## src/rtl/ata_sel_pkg.sv

```systemverilog
package ata_sel_pkg;

    typedef enum logic [2:0] {
        S_IDLE,
        S_WAIT,
        S_POLL,
        S_DH_READ,
        S_DH_WRITE,
        S_SETTLE,
        S_DONE
    } sel_state_e;

    typedef enum logic [1:0] {
        STG_PRE_BSY,
        STG_PRE_DRQ,
        STG_POST_BSY,
        STG_POST_DRQ
    } sel_stage_e;

    localparam logic [7:0] ERR_NONE    = 8'h00;
    localparam logic [7:0] ERR_BSY_TMO = 8'h11;
    localparam logic [7:0] ERR_DRQ_TMO = 8'h12;

endpackage

```

## src/rtl/ata_sel_timer.sv

```systemverilog
module ata_sel_timer #(
    parameter int CYCLES = 50
) (
    input  logic clk,
    input  logic rst_n,
    input  logic load_i,
    output logic expired_o
);
    localparam int CW = $clog2(CYCLES + 1);

    logic [CW-1:0] cnt_q;

    always_ff @(posedge clk) begin
        if (!rst_n) begin
            cnt_q <= '0;
        end else if (load_i) begin
            cnt_q <= CW'(CYCLES);
        end else if (cnt_q != '0) begin
            cnt_q <= cnt_q - 1'b1;
        end
    end

    assign expired_o = (cnt_q == '0);

endmodule

```

## src/rtl/ata_sel_poll_ctr.sv

```systemverilog
module ata_sel_poll_ctr #(
    parameter int MAX_POLLS = 8,
    localparam int CW = $clog2(MAX_POLLS + 1)
) (
    input  logic          clk,
    input  logic          rst_n,
    input  logic          clr_i,
    input  logic          inc_i,
    input  logic [CW-1:0] limit_i,
    output logic          last_o
);
    logic [CW-1:0] cnt_q;

    always_ff @(posedge clk) begin
        if (!rst_n) begin
            cnt_q <= '0;
        end else if (clr_i) begin
            cnt_q <= '0;
        end else if (inc_i) begin
            cnt_q <= cnt_q + 1'b1;
        end
    end

    assign last_o = (CW'(cnt_q + 1'b1) == limit_i);

    // the sequencer never counts a miss past the limit of the current wait
    a_r6_no_wrap: assert property (@(posedge clk) disable iff (!rst_n)
        inc_i |-> (CW'(cnt_q + 1'b1) < limit_i));

endmodule

```

## src/rtl/ata_sel_dh_merge.sv

```systemverilog
module ata_sel_dh_merge #(
    parameter int DATA_W  = 8,
    parameter int SEL_BIT = 4
) (
    input  logic [DATA_W-1:0] rd_i,
    input  logic              dev_i,
    output logic [DATA_W-1:0] wr_o
);
    for (genvar b = 0; b < DATA_W; b++) begin : g_bit
        if (b == SEL_BIT) begin : g_sel
            assign wr_o[b] = dev_i;
        end else begin : g_keep
            assign wr_o[b] = rd_i[b];
        end
    end

endmodule

```

## src/rtl/ata_dev_select_seq.sv

```systemverilog
module ata_dev_select_seq
    import ata_sel_pkg::*;
#(
    parameter int DATA_W       = 8,
    parameter int ADDR_W       = 3,
    parameter int DLY_CYCLES   = 50,
    parameter int BSY_POLLS    = 8,
    parameter int DRQ_POLLS    = 8,
    parameter int STATUS_ADDR  = 7,
    parameter int DEVHEAD_ADDR = 6,
    parameter int BSY_BIT      = 7,
    parameter int DRQ_BIT      = 3,
    parameter int DEV_BIT      = 4
) (
    input  logic              clk,
    input  logic              rst_n,
    input  logic              start_i,
    input  logic              dev_i,
    output logic              busy_o,
    output logic              done_o,
    output logic              err_o,
    output logic [7:0]        err_code_o,
    output logic              reg_req_o,
    output logic              reg_we_o,
    output logic [ADDR_W-1:0] reg_addr_o,
    output logic [DATA_W-1:0] reg_wdata_o,
    input  logic [DATA_W-1:0] reg_rdata_i,
    input  logic              reg_ack_i
);
    localparam int MAXP = (BSY_POLLS > DRQ_POLLS) ? BSY_POLLS : DRQ_POLLS;
    localparam int PCW  = $clog2(MAXP + 1);
    localparam int GW   = $clog2(DLY_CYCLES + 1);
    localparam logic [DATA_W-1:0] BSY_MASK = DATA_W'(1) << BSY_BIT;
    localparam logic [DATA_W-1:0] DRQ_MASK = DATA_W'(1) << DRQ_BIT;

    sel_state_e        state_q, state_d;
    sel_stage_e        stage_q, stage_d;
    logic              dev_q, dev_d;
    logic [DATA_W-1:0] dh_q, dh_d;
    logic              err_q, err_d;
    logic [7:0]        code_q, code_d;

    logic              tmr_load, tmr_exp;
    logic              pc_clr, pc_inc, pc_last;
    logic [PCW-1:0]    pc_limit;
    logic              stage_bsy;
    logic [DATA_W-1:0] poll_mask;
    logic              bit_low;
    logic [DATA_W-1:0] dh_new;

    ata_sel_timer #(.CYCLES(DLY_CYCLES)) u_timer (
        .clk       (clk),
        .rst_n     (rst_n),
        .load_i    (tmr_load),
        .expired_o (tmr_exp)
    );

    ata_sel_poll_ctr #(.MAX_POLLS(MAXP)) u_poll (
        .clk     (clk),
        .rst_n   (rst_n),
        .clr_i   (pc_clr),
        .inc_i   (pc_inc),
        .limit_i (pc_limit),
        .last_o  (pc_last)
    );

    ata_sel_dh_merge #(.DATA_W(DATA_W), .SEL_BIT(DEV_BIT)) u_merge (
        .rd_i  (dh_q),
        .dev_i (dev_q),
        .wr_o  (dh_new)
    );

    assign stage_bsy = (stage_q == STG_PRE_BSY) || (stage_q == STG_POST_BSY);
    assign poll_mask = stage_bsy ? BSY_MASK : DRQ_MASK;
    assign pc_limit  = stage_bsy ? PCW'(BSY_POLLS) : PCW'(DRQ_POLLS);
    assign bit_low   = ((reg_rdata_i & poll_mask) == '0);

    // State register
    always_ff @(posedge clk) begin
        if (!rst_n) begin
            state_q <= S_IDLE;
            stage_q <= STG_PRE_BSY;
            dev_q   <= 1'b0;
            dh_q    <= '0;
            err_q   <= 1'b0;
            code_q  <= ERR_NONE;
        end else begin
            state_q <= state_d;
            stage_q <= stage_d;
            dev_q   <= dev_d;
            dh_q    <= dh_d;
            err_q   <= err_d;
            code_q  <= code_d;
        end
    end

    // Next state
    always_comb begin
        state_d = state_q;
        stage_d = stage_q;
        dev_d   = dev_q;
        dh_d    = dh_q;
        err_d   = err_q;
        code_d  = code_q;
        pc_clr  = 1'b0;
        pc_inc  = 1'b0;
        unique case (state_q)
            S_IDLE: begin
                if (start_i) begin
                    state_d = S_WAIT;
                    stage_d = STG_PRE_BSY;
                    dev_d   = dev_i;
                    err_d   = 1'b0;
                    code_d  = ERR_NONE;
                    pc_clr  = 1'b1;
                end
            end
            S_WAIT: begin
                if (tmr_exp) state_d = S_POLL;
            end
            S_POLL: begin
                if (reg_ack_i) begin
                    if (bit_low) begin
                        pc_clr = 1'b1;
                        unique case (stage_q)
                            STG_PRE_BSY: begin
                                stage_d = STG_PRE_DRQ;
                                state_d = S_WAIT;
                            end
                            STG_PRE_DRQ: state_d = S_DH_READ;
                            STG_POST_BSY: begin
                                stage_d = STG_POST_DRQ;
                                state_d = S_WAIT;
                            end
                            STG_POST_DRQ: state_d = S_DONE;
                            default: state_d = S_DONE;
                        endcase
                    end else if (pc_last) begin
                        err_d   = 1'b1;
                        code_d  = stage_bsy ? ERR_BSY_TMO : ERR_DRQ_TMO;
                        state_d = S_DONE;
                    end else begin
                        pc_inc  = 1'b1;
                        state_d = S_WAIT;
                    end
                end
            end
            S_DH_READ: begin
                if (reg_ack_i) begin
                    dh_d    = reg_rdata_i;
                    state_d = S_DH_WRITE;
                end
            end
            S_DH_WRITE: begin
                if (reg_ack_i) begin
                    stage_d = STG_POST_BSY;
                    state_d = S_SETTLE;
                end
            end
            S_SETTLE: begin
                if (tmr_exp) state_d = S_POLL;
            end
            S_DONE: begin
                state_d = S_IDLE;
            end
            default: state_d = S_IDLE;
        endcase
        tmr_load = ((state_d == S_WAIT) || (state_d == S_SETTLE)) && (state_d != state_q);
    end

    // Outputs
    always_comb begin
        reg_req_o   = (state_q == S_POLL) || (state_q == S_DH_READ) || (state_q == S_DH_WRITE);
        reg_we_o    = (state_q == S_DH_WRITE);
        reg_addr_o  = (state_q == S_POLL) ? ADDR_W'(STATUS_ADDR) : ADDR_W'(DEVHEAD_ADDR);
        reg_wdata_o = (state_q == S_DH_WRITE) ? dh_new : '0;
        busy_o      = (state_q != S_IDLE);
        done_o      = (state_q == S_DONE);
        err_o       = err_q;
        err_code_o  = code_q;
    end

    // Quiet-gap counter for the timing assertions
    logic [GW-1:0] gap_q;
    always_ff @(posedge clk) begin
        if (!rst_n) begin
            gap_q <= '0;
        end else if ((reg_req_o && reg_ack_i) || (!busy_o && start_i)) begin
            gap_q <= '0;
        end else if (!reg_req_o && (gap_q != GW'(DLY_CYCLES))) begin
            gap_q <= gap_q + 1'b1;
        end
    end

    // each status read starts after a full quiet interval
    a_r3_poll_spacing: assert property (@(posedge clk) disable iff (!rst_n)
        (reg_req_o && !$past(reg_req_o) && (reg_addr_o == ADDR_W'(STATUS_ADDR)))
            |-> (gap_q >= GW'(DLY_CYCLES)));

    // the bus goes quiet right after the device/head write
    a_r5_settle_quiet: assert property (@(posedge clk) disable iff (!rst_n)
        (reg_req_o && reg_we_o && reg_ack_i) |=> !reg_req_o);

    // request fields hold until acknowledged
    a_r11_req_hold: assert property (@(posedge clk) disable iff (!rst_n)
        (reg_req_o && !reg_ack_i) |=> (reg_req_o && $stable(reg_addr_o)
            && $stable(reg_we_o) && $stable(reg_wdata_o)));

    // done is one cycle wide
    a_r10_done_pulse: assert property (@(posedge clk) disable iff (!rst_n)
        done_o |=> !done_o);

    // error outputs hold while idle without a start
    a_r10_err_hold: assert property (@(posedge clk) disable iff (!rst_n)
        (!busy_o && !start_i) |=> ($stable(err_o) && $stable(err_code_o)));

    // a flagged error always carries one of the two timeout codes
    a_r6_code_valid: assert property (@(posedge clk) disable iff (!rst_n)
        err_o |-> ((err_code_o == ERR_BSY_TMO) || (err_code_o == ERR_DRQ_TMO)));

    // a clean finish carries no code
    a_r12_ok_clean: assert property (@(posedge clk) disable iff (!rst_n)
        (done_o && !err_o) |-> (err_code_o == ERR_NONE));

    // the selected device is locked for the whole operation
    a_r9_dev_locked: assert property (@(posedge clk) disable iff (!rst_n)
        (busy_o && $past(busy_o)) |-> $stable(dev_q));

endmodule

```

## config.mk

```make
export PLATFORM = sky130hd
export DESIGN_NAME = ata_dev_select_seq
export DESIGN_NICKNAME = d
export VERILOG_FILES = /design/src/rtl/ata_sel_pkg.sv /design/src/rtl/ata_sel_timer.sv /design/src/rtl/ata_sel_poll_ctr.sv /design/src/rtl/ata_sel_dh_merge.sv /design/src/rtl/ata_dev_select_seq.sv
export SDC_FILE = /design/constraint.sdc
export NUM_CORES = 1
export LEC_CHECK = 0
export BUFFER_PORTS_ARGS = -buffer_cell sky130_fd_sc_hd__buf_2
export CAP_MARGIN = 20
export CORE_MARGIN = 2
export CORE_UTILIZATION = 50
export DETAILED_ROUTE_END_ITERATION = 8
export PLACE_DENSITY = 0.75
export SYNTH_ARGS = -nofsm -noshare
export SYNTH_HDL_FRONTEND = slang
export SYNTH_SLANG_ARGS = --single-unit
```

## constraint.sdc

```tcl
create_clock -name clk -period 3.7 [get_ports clk]
set_input_delay 0.37 -clock clk [delete_from_list [all_inputs] [get_ports clk]]
set_output_delay 0.37 -clock clk [all_outputs]
set_load 0.03 [all_outputs]
```

==> flow_summary_export.csv <==
group,metric,value,unit
run_status,status,"finished, final reports clean",
clocking,cts_setup_buffers,0,
floorplanning,io_pins,37,
clocking,clockRootBuffer,"clkbuf_4",
run,maxCapViolCount,0,
sta,setup_slack,1500,ps
global_routing,overflow,0,
logic_synthesis,ys_ff_latch,26,
cells_and_area,final_common_cell,"buf_2",
cells_and_area,nNetsFinal,243,
clocking,clkTransAtPathRegs,140,ps
setup_path,crit_required,3330,ps
sta,tightestPinTransition,787,ps
logic_synthesis,async_flop_share,0,%
power_and_ir_drop,internal-power,547,uW
place,globalplace.congestion,0.871,
setup_path,path_cells,"nor2_1 -> nand2_1 -> inv_1 -> and2_1 -> buf_2",
place,dp_hpwl,2.65,mm
place,dp_slack,1760,ps
logic_synthesis,syn_inst,209,
routing,routed_wl,3.66,mm
sta,slew_headroom,47.3,%
clocking,h-tree-depth,1,
power_and_ir_drop,total_power,940,uW
sta,setup_tns,0,ps
setup_path,slowest_delay,770,ps
setup_path,arrival,1830,ps
logic_synthesis,yosys_warnings,0,
setup_path,endpoint_kind,"primary output",
floorplanning,fp.dieH,61.3,um
power_and_ir_drop,power.switching,392,uW
setup_path,cp-start-kind,"flip-flop",
sta,post-route-period-util,59.5,%
place,port_buffers,28,
floorplanning,dieArea,3760,um2
setup_path,timing.reg2reg.setup_slack,1720,ps
worst_hold_path,holdPathStages,3,
clocking,cts.sinks,26,
logic_synthesis,synth.avg_cell_area,7.85,um2
clocking,cts_resized,0,
routing,vias_per_cell,5.72,
clocking,clk_latency,320,ps
routing,wl_per_cell,13.5,um
power_and_ir_drop,vdd.ir_drop.worst,0.405,mV
setup_path,cpMaxStageDelayCell,"dfxtp_1",
power_and_ir_drop,p_per_area,529,nW/um2
floorplanning,core_area,3080,um2
global_routing,grt_pass1_wl,5.69,mm
clocking,clk_path_buf_depth,2,
worst_hold_path,hold_path_class,"in -> reg",
sta,rsz0062_at_grt,"no",
sta,period_needed,2200,ps
floorplanning,rows,20,
global_routing,grt_max_degree,21,
worst_hold_path,worstHoldStart,"dev_i",
routing,drc,0,
power_and_ir_drop,p_seq_share,40.9,%
sta,fin_skew,1.14,ps
power_and_ir_drop,sw_frac_of_total,41.7,%
power_and_ir_drop,leakagePower,0.000737,uW
power_and_ir_drop,combinationalPowerShare,43.6,%
cells_and_area,final_cell_mix,"buf_2 (28), dfxtp_1 (26), nand2_1 (21), a21oi_1 (21)",
logic_synthesis,ys_types,51,
sta,finalSetupViolations,0,
logic_synthesis,synthFlopType,"dfxtp_1",
clocking,holdBufCountCts,0,
global_routing,antenna_found_initial,0,
sta,hold_viol,0,
floorplanning,die_x,61.3,um
sta,drv_slew,0,
setup_path,startpoint,"state_q[0]$_SDFF_PN0_",
setup_path,cp.buffers_inverters,2,
routing,vias,1550,
sta,max_clock_freq,454,MHz
routing,initialDrtViolationCount,68,
routing,dr.pass1.iters,4,
global_routing,grt_use_total,20.4,%
setup_path,reg2reg_from,"u_timer.cnt_q[0]$_SDFFE_PP0N_",
power_and_ir_drop,clockPowerShare,15.5,%
routing,ant_nets,0,
logic_synthesis,ys_seq_area_share,31.7,%
setup_path,worstReg2RegEnd,"u_timer.cnt_q[4]$_SDFFE_PN0P_",
logic_synthesis,synth_area,1640,um2
floorplanning,start_util,53.3,%
cells_and_area,syn_to_final_growth,8.23,%
clocking,cts_buffers,3,
cells_and_area,antenna_cells,0,
setup_path,path_class,"reg -> out",
setup_path,rr_worst_depth,6,
setup_path,cpLargestDelayFamily,"flip-flops",
setup_path,crit_fanout,20,
global_routing,grt_pass1_vias,1280,
clocking,cts_tree,"built",
logic_synthesis,synth-edff-count,0,
cells_and_area,drive_above_1_share,18.9,%
worst_hold_path,hold_end,"dev_q$_SDFFE_PN0P_",
==> Yosys cell counts (all sizes together) (3+ instances only) <==
cell type | count | area share [%]
dfxtp | 26 | 32
a21oi | 21 | 6.4
nand2 | 21 | 4.8
o21ai | 17 | 5.4
buf | 12 | 5.4
nand3 | 12 | 3.7
and2 | 11 | 4.3
clkbuf | 7 | 1.6
inv | 6 | 1.4
nor2 | 6 | 1.4
nor3 | 6 | 1.8
a211oi | 5 | 2.6
nand2b | 4 | 1.5
o211a | 4 | 2.4
o22ai | 4 | 1.5
mux2i | 3 | 1.8
nand3b | 3 | 1.4
o211ai | 3 | 1.4
or3b | 3 | 1.6
==> routing by layer <==
layer	GRT usage [%]	vias to the layer above	routed length (um)
met5	0	-	0
met4	7.76	0	63
met3	3.78	4	191
met2	31.5	41	1640
met1	28.2	724	1760
li1	-	781	-
==> logic make-up (layout without fill, tap and decap cells) <==
group / Yosys count / in the layout / share of synthesized area [%]
simple gates: 81 / 81 / 27.6
buf+inv: 25 / 38 / 8.38
compound gates: 69 / 69 / 28.0
mux: 3 / 3 / 1.83
flops: 26 / 26 / 31.7
xor+xnor: 1 / 1 / 0.534
other cells: 2 / 7 / 0.457
fa+ha+maj: 2 / 2 / 1.52
==> stage by stage <==
step           utilization (%)  hold WS, ps  cells  area (um2)
6_report                  57.7          262    271        1780
5_1_grt                   57.7          258    271        1780
4_1_cts                   57.7          258    271        1780
3_5_place_dp              56.5          443    267        1740
3_3_place_gp              56.5          440    267        1740
2_1_floorplan                -          432    214        1660
==> worst register-to-register path, cell delays in order (launching register included) <==
cell,delay (ps)
dfxtp_1,390
inv_1,100
ha_1,230
or3b_1,430
o311ai_2,330
o21ai_2,160
o211a_1,240
==> power by group through the flow <==
stage / Clock [uW] / Sequential (uW) / Combinational [uW]
6_report: 146 / 384 / 410
2_1_floorplan: 0 / 348 / 370
3_3_place_gp: 0 / 387 / 402
5_1_grt: 162 / 390 / 453
4_1_cts: 153 / 381 / 407
3_5_place_dp: 0 / 387 / 406
==> worst max-delay path by stage <==
stage	to	slack (ps)	cells past startpoint
2_1_floorplan	reg_wdata_o[0]	1790	6
3_3_place_gp	u_timer.cnt_q[4]$_SDFFE_PN0P_	1760	4
3_5_place_dp	u_timer.cnt_q[4]$_SDFFE_PN0P_	1760	6
4_1_cts	reg_wdata_o[1]	1480	5
5_1_grt	reg_wdata_o[6]	1370	5
6_report	reg_wdata_o[1]	1500	5
==> registers in the layout (all words and copies together) (netlist names) <==
signal         flops
dh_q               7
u_timer.cnt_q      6
u_poll.cnt_q       4
err_code_o         3
state_q            3
stage_q            2
dev_q              1
==> area by class of cell <==
type | instances | area [um2]
Tap cell | 44 | 55.1
Multi-Input combinational cell | 163 | 1000
Inverter | 6 | 22.5
Sequential cell | 26 | 520
Clock buffer | 4 | 36.3
Timing Repair Buffer | 28 | 140
Fill cell | 304 | 1300
No activity file was read; power rests on OpenSTA's default activity.
